### src/rtl/psg_pkg.sv
package psg_pkg;
   typedef enum logic [1:0] {
      PSG_RUN   = 2'd0,
      PSG_DRAIN = 2'd1,
      PSG_SLEEP = 2'd2
   } psg_state_e;
endpackage

### src/rtl/psg_sync.sv
module psg_sync #(
   parameter int STAGES = 2
) (
   input  logic clk,
   input  logic rst_n,
   input  logic d_in,
   output logic d_out
);
   generate
      if (STAGES == 0) begin : g_pass
         logic pass_unused;
         assign pass_unused = clk ^ rst_n;
         assign d_out = d_in;
      end else begin : g_chain
         logic [STAGES-1:0] sh_q;
         always_ff @(posedge clk or negedge rst_n) begin
            if (!rst_n) begin
               sh_q <= '0;
            end else begin
               sh_q[0] <= d_in;
               for (int i = 1; i < STAGES; i++) sh_q[i] <= sh_q[i-1];
            end
         end
         assign d_out = sh_q[STAGES-1];
      end
   endgenerate
endmodule

### src/rtl/psg_cfg.sv
module psg_cfg #(
   parameter int   CTRL_W   = 3,
   parameter int   DIS_POS  = 0,
   parameter int   FAST_POS = 1,
   parameter int   STAT_POS = 2,
   parameter logic RST_DIS  = 1'b0,
   parameter logic RST_FAST = 1'b0
) (
   input  logic              clk,
   input  logic              rst_n,
   input  logic              wr_en,
   input  logic [CTRL_W-1:0] wr_data,
   input  logic              gated,
   output logic              cfg_dis,
   output logic              cfg_fast,
   output logic [CTRL_W-1:0] rd_data
);
   logic dis_q, fast_q;
   logic wr_unused;
   assign wr_unused = ^wr_data;

   always_ff @(posedge clk or negedge rst_n) begin
      if (!rst_n) begin
         dis_q  <= RST_DIS;
         fast_q <= RST_FAST;
      end else if (wr_en) begin
         dis_q  <= wr_data[DIS_POS];
         fast_q <= wr_data[FAST_POS];
      end
   end

   always_comb begin
      rd_data           = '0;
      rd_data[DIS_POS]  = dis_q;
      rd_data[FAST_POS] = fast_q;
      rd_data[STAT_POS] = gated;
   end

   assign cfg_dis  = dis_q;
   assign cfg_fast = fast_q;
endmodule

### src/rtl/psg_fsm.sv
module psg_fsm
   import psg_pkg::*;
(
   input  logic clk,
   input  logic rst_n,
   input  logic sleep_s,
   input  logic cfg_dis,
   input  logic cfg_fast,
   input  logic bus_busy,
   input  logic func_busy,
   output logic clk_en,
   output logic abort,
   output logic gated,
   output logic in_run,
   output logic fast_eff
);
   psg_state_e state_q, state_d;
   logic fast_lat_q, abort_q;
   logic quiet, entry;

   always_comb begin
      fast_eff = (state_q == PSG_RUN) ? cfg_fast : fast_lat_q;
      quiet    = !bus_busy && (fast_eff || !func_busy);
      entry    = (state_q == PSG_RUN) && sleep_s && !cfg_dis;
      state_d  = state_q;
      unique case (state_q)
         PSG_RUN:   if (entry) state_d = quiet ? PSG_SLEEP : PSG_DRAIN;
         PSG_DRAIN: begin
            if (!sleep_s)   state_d = PSG_RUN;
            else if (quiet) state_d = PSG_SLEEP;
         end
         PSG_SLEEP: if (!sleep_s) state_d = PSG_RUN;
         default:   state_d = PSG_RUN;
      endcase
   end

   always_ff @(posedge clk or negedge rst_n) begin
      if (!rst_n) begin
         state_q    <= PSG_RUN;
         fast_lat_q <= 1'b0;
         abort_q    <= 1'b0;
      end else begin
         state_q <= state_d;
         abort_q <= entry && cfg_fast && func_busy;
         if (entry) fast_lat_q <= cfg_fast;
      end
   end

   assign clk_en = (state_q != PSG_SLEEP);
   assign gated  = (state_q == PSG_SLEEP);
   assign in_run = (state_q == PSG_RUN);
   assign abort  = abort_q;
endmodule

### src/rtl/psleep_gate_ctrl.sv
module psleep_gate_ctrl #(
   parameter int   CTRL_W      = 3,
   parameter int   DIS_POS     = 0,
   parameter int   FAST_POS    = 1,
   parameter int   STAT_POS    = 2,
   parameter int   SYNC_STAGES = 2,
   parameter logic RST_DIS     = 1'b0,
   parameter logic RST_FAST    = 1'b0
) (
   input  logic              clk,
   input  logic              rst_n,
   input  logic              sleep_req,
   input  logic              reg_wr_en,
   input  logic [CTRL_W-1:0] reg_wr_data,
   output logic [CTRL_W-1:0] reg_rd_data,
   input  logic              bus_busy,
   input  logic              func_busy,
   output logic              abort_pulse,
   output logic              clk_en
);
   localparam int MaxPos = CTRL_W - 1;

   generate
      if (CTRL_W < 3) begin : g_bad_w
         $error("CTRL_W must hold three fields");
      end
      if (DIS_POS > MaxPos || FAST_POS > MaxPos || STAT_POS > MaxPos) begin : g_bad_pos
         $error("field position outside register");
      end
      if (DIS_POS == FAST_POS || DIS_POS == STAT_POS || FAST_POS == STAT_POS) begin : g_dup_pos
         $error("field positions overlap");
      end
      if (SYNC_STAGES < 0 || SYNC_STAGES > 4) begin : g_bad_sync
         $error("SYNC_STAGES out of range");
      end
   endgenerate

   logic sleep_s, cfg_dis, cfg_fast, gated, in_run, fast_eff;

   psg_sync #(.STAGES(SYNC_STAGES)) u_sync (
      .clk   (clk),
      .rst_n (rst_n),
      .d_in  (sleep_req),
      .d_out (sleep_s)
   );

   psg_cfg #(
      .CTRL_W   (CTRL_W),
      .DIS_POS  (DIS_POS),
      .FAST_POS (FAST_POS),
      .STAT_POS (STAT_POS),
      .RST_DIS  (RST_DIS),
      .RST_FAST (RST_FAST)
   ) u_cfg (
      .clk      (clk),
      .rst_n    (rst_n),
      .wr_en    (reg_wr_en),
      .wr_data  (reg_wr_data),
      .gated    (gated),
      .cfg_dis  (cfg_dis),
      .cfg_fast (cfg_fast),
      .rd_data  (reg_rd_data)
   );

   psg_fsm u_fsm (
      .clk       (clk),
      .rst_n     (rst_n),
      .sleep_s   (sleep_s),
      .cfg_dis   (cfg_dis),
      .cfg_fast  (cfg_fast),
      .bus_busy  (bus_busy),
      .func_busy (func_busy),
      .clk_en    (clk_en),
      .abort     (abort_pulse),
      .gated     (gated),
      .in_run    (in_run),
      .fast_eff  (fast_eff)
   );
endmodule

### config.mk
export PLATFORM = sky130hd
export DESIGN_NAME = psleep_gate_ctrl
export DESIGN_NICKNAME = d
export VERILOG_FILES = /design/src/rtl/psg_pkg.sv /design/src/rtl/psg_sync.sv /design/src/rtl/psg_cfg.sv /design/src/rtl/psg_fsm.sv /design/src/rtl/psleep_gate_ctrl.sv
export SDC_FILE = /design/constraint.sdc
export NUM_CORES = 1
export LEC_CHECK = 0
export BUFFER_PORTS_ARGS = -buffer_cell sky130_fd_sc_hd__buf_4
export CAP_MARGIN = 10
export CORE_AREA = 2 2 39 41
export CTS_CLUSTER_SIZE = 20
export DETAILED_ROUTE_END_ITERATION = 8
export DIE_AREA = 0 0 41 43
export PLACE_DENSITY_LB_ADDON = 0.12
export SLEW_MARGIN = 20
export SYNTH_ARGS = -nofsm -noshare
export SYNTH_HDL_FRONTEND = slang
export SYNTH_SLANG_ARGS = --single-unit
### constraint.sdc
create_clock -name clk -period 2.05 [get_ports clk]
set_clock_uncertainty 0.2 [all_clocks]
set_input_delay 0 -clock clk [delete_from_list [all_inputs] [get_ports clk]]
set_output_delay 0 -clock clk [all_outputs]
set_load 0.01 [all_outputs]
==> results.yml <==
global_routing:
  overflow: 0
  grt.total_usage: 0.1066
  antenna_found_initial: 0
  grt_max_degree: 9
  grt_pass1_wl_um: 1145
  grt_pass1_vias: 269
yosys:
  muxShareOfSynthArea: 0.06522
  seq_area_frac_synth: 0.5797
  yosysTopAreaCellShare: 0.5797
  yosysWarnings: 0
  synth_nets: 36
  synth_top_family_by_area: "simple AND/OR/NAND/NOR gates"
  synthCells: 27
  syn_avg_cell_area_um2: 12.79
  synth_compound_area_frac: 0.1232
  ys_ff_latch: 8
  synth_xor_area_frac: 0
  synth-simple-area-share: 0.1449
  ys_types: 15
  yosys.area.top_type: "dfrtp_1"
  synthAdderAreaFrac: 0
  syn_area_um2: 345.3
  ys_top_cells_by_area: "dfrtp_1, buf_4, nor4b_2, o31ai_2, mux2_1"
setup_path:
  crit_path_end_kind: "register"
  cp_max_fo: 5
  r2r-start: "u_fsm.state_q[0]"
  r2r_slack_ns: 0.24
  critPathLaunchType: "register"
  r2r_end: "u_fsm.state_q[1]"
  worstPathRequired_ns: 2.04
  ff2ff_path_depth: 3
  arrival_ns: 1.80
  crit_type: "register to register"
min_path:
  hold_path_end: "u_sync.g_chain.sh_q[1]"
  whs_path_depth: 0
  hold_start: "u_sync.g_chain.sh_q[0]"
  hold_class: "register to register"
clocking:
  post-cts-setup-buffer-count: 0
  cts_buffers: 3
  ctsRootBufferMaster: "clkbuf_4"
  path_clk_slew_ns: 0.05
  cts_buffer_depth: 2
  htreeDepth: 1
  cts_tree: "yes"
  cts.sinks: 8
  clock_latency_ns: 0.26
placed_design:
  placement.io_buffers: 12
  placed_area_um2: 432.9
  placed_cells: 52
  routabilityCongestion: 0.6420
  dpl.hpwl_um: 492.7
final_layout:
  nets: 59
  fin_area_um2: 545.5
  syn_to_final_growth_pct: 57.97
  layout_common_cells: "buf_4, dlygate4sd3_1, dfrtp_1"
  diodes: 0
  final_common_cell: "buf_4"
  fin_cells: 64
  fin_util: 0.3942
  drive_gt1_frac: 0.3750
sta:
  maxSlewViolCount: 0
  fin_setup_tns_ns: 0
  min_period_ns: 1.809
  worst_slew_pin_slew_ns: 0.3642
  rsz0062_at_grt: "no"
  fmax_mhz: 552.8
  max_slew_margin: 0.7564
  hold_viol: 0
  timing.final.crit_share: 0.8825
  setup_viol: 0
die:
  start_util: 0.2495
  io_pins: 14
  die_w_um: 41
  core-area_um2: 1384
  die_area_um2: 1763
  rows: 14
  dieHeight_um: 43
status:
  outcome: "completed"
route:
  detail_route.wl_per_cell_um: 10.52
  first_pass_iters: 2
  ant_nets: 0
  routed_via_density: 4.266
  drt-total-wl_um: 673
  drc: 0
  drt_iter0_markers: 2
  vias: 273
power_and_ir_drop:
  ir_drop_v: 0.0003141
  power.density_nw_per_um2: 719.2
  p_leak_nw: 0.2699
run:
  cap_viol_max_count: 0
==> cells by family (layout without fill, tap and decap cells) <==
kind of cell / after synthesis / count (layout)
buf+inv: 5 / 26
compound gates: 5 / 5
mux: 2 / 2
simple gates: 7 / 7
flops: 8 / 8
==> worst max-delay path by stage <==
stage | from | to | slack (ns) | cells after the start
after CTS | u_fsm.state_q[0] | u_fsm.state_q[1] | 0.22 | 3
after global placement | u_fsm.state_q[0] | u_fsm.fast_lat_q | 0.66 | 2
after global routing | u_fsm.state_q[0] | u_fsm.state_q[1] | 0.17 | 3
after floorplan | u_fsm.state_q[0] | u_fsm.fast_lat_q | 0.70 | 2
final | u_fsm.state_q[0] | u_fsm.state_q[1] | 0.24 | 3
after detailed placement | u_fsm.state_q[0] | u_fsm.fast_lat_q | 0.63 | 2
==> synthesized netlist by cell type, drive strengths merged <==
master / instances
and3: 1
nand2: 2
and2b: 1
o31ai: 1
nand3b: 1
buf: 3
mux2: 2
o311a: 1
nand2b: 1
dfrtp: 8
nor4b: 1
inv: 2
o21ba: 1
o21ai: 2
==> critical path: stages (launching register included) <==
cell and delay, ns:
dfrtp_1 0.41, o311a_1 0.40, o31ai_2 0.17, dlygate4sd3_1 0.57
==> power by group <==
group / internal [W] / total [W] / switching [W]
sequential: 0.000176 / 0.000190 / 0.0000140
combinational: 0.0000526 / 0.0000819 / 0.0000293
clock: 0.0000670 / 0.000121 / 0.0000537
total: 0.000295 / 0.000392 / 0.0000970
==> sequential cells by signal (all words and copies together), names as in the netlist <==
signal	cells
u_cfg.cfg_dis	1
u_sync.g_chain.sh_q	2
u_cfg.cfg_fast	1
u_fsm.fast_lat_q	1
u_fsm.state_q	2
u_fsm.abort	1
==> final cells by class <==
cell class / count / area (µm²)
Tap cell: 16 / 20.02
Sequential cell: 8 / 200.2
Multi-Input combinational cell: 14 / 115.1
Inverter: 2 / 7.507
Fill cell: 138 / 838.3
Timing Repair Buffer: 21 / 180.2
Clock buffer: 3 / 22.52
==> per-layer routing <==
metal  up-vias  track usage  part of all wire
met5         -            0                 0
met4         0       0.1200             0.042
met3         4      0.04712             0.085
met2        12       0.1375              0.48
met1       124       0.1133              0.39
li1        133            -                 -
==> per-stage QoR <==
step	worst slack, ns	hold slack (ns)	total power, W
after floorplan	0.7041	-0.4956	0.0002319
after global placement	0.6629	-0.3774	0.0002566
after detailed placement	0.6321	-0.3755	0.0002598
after CTS	0.2237	0.1526	0.0003988
after global routing	0.1654	0.1654	0.0004166
final	0.2410	0.1489	0.0003923
==> repair_timing <==
item	4_1_cts	5_1_grt
hold buffers	9	0
resized for setup	0	0
endpoints found under the hold margin	14	0
Note: power is estimated with default switching activity, not from simulation.
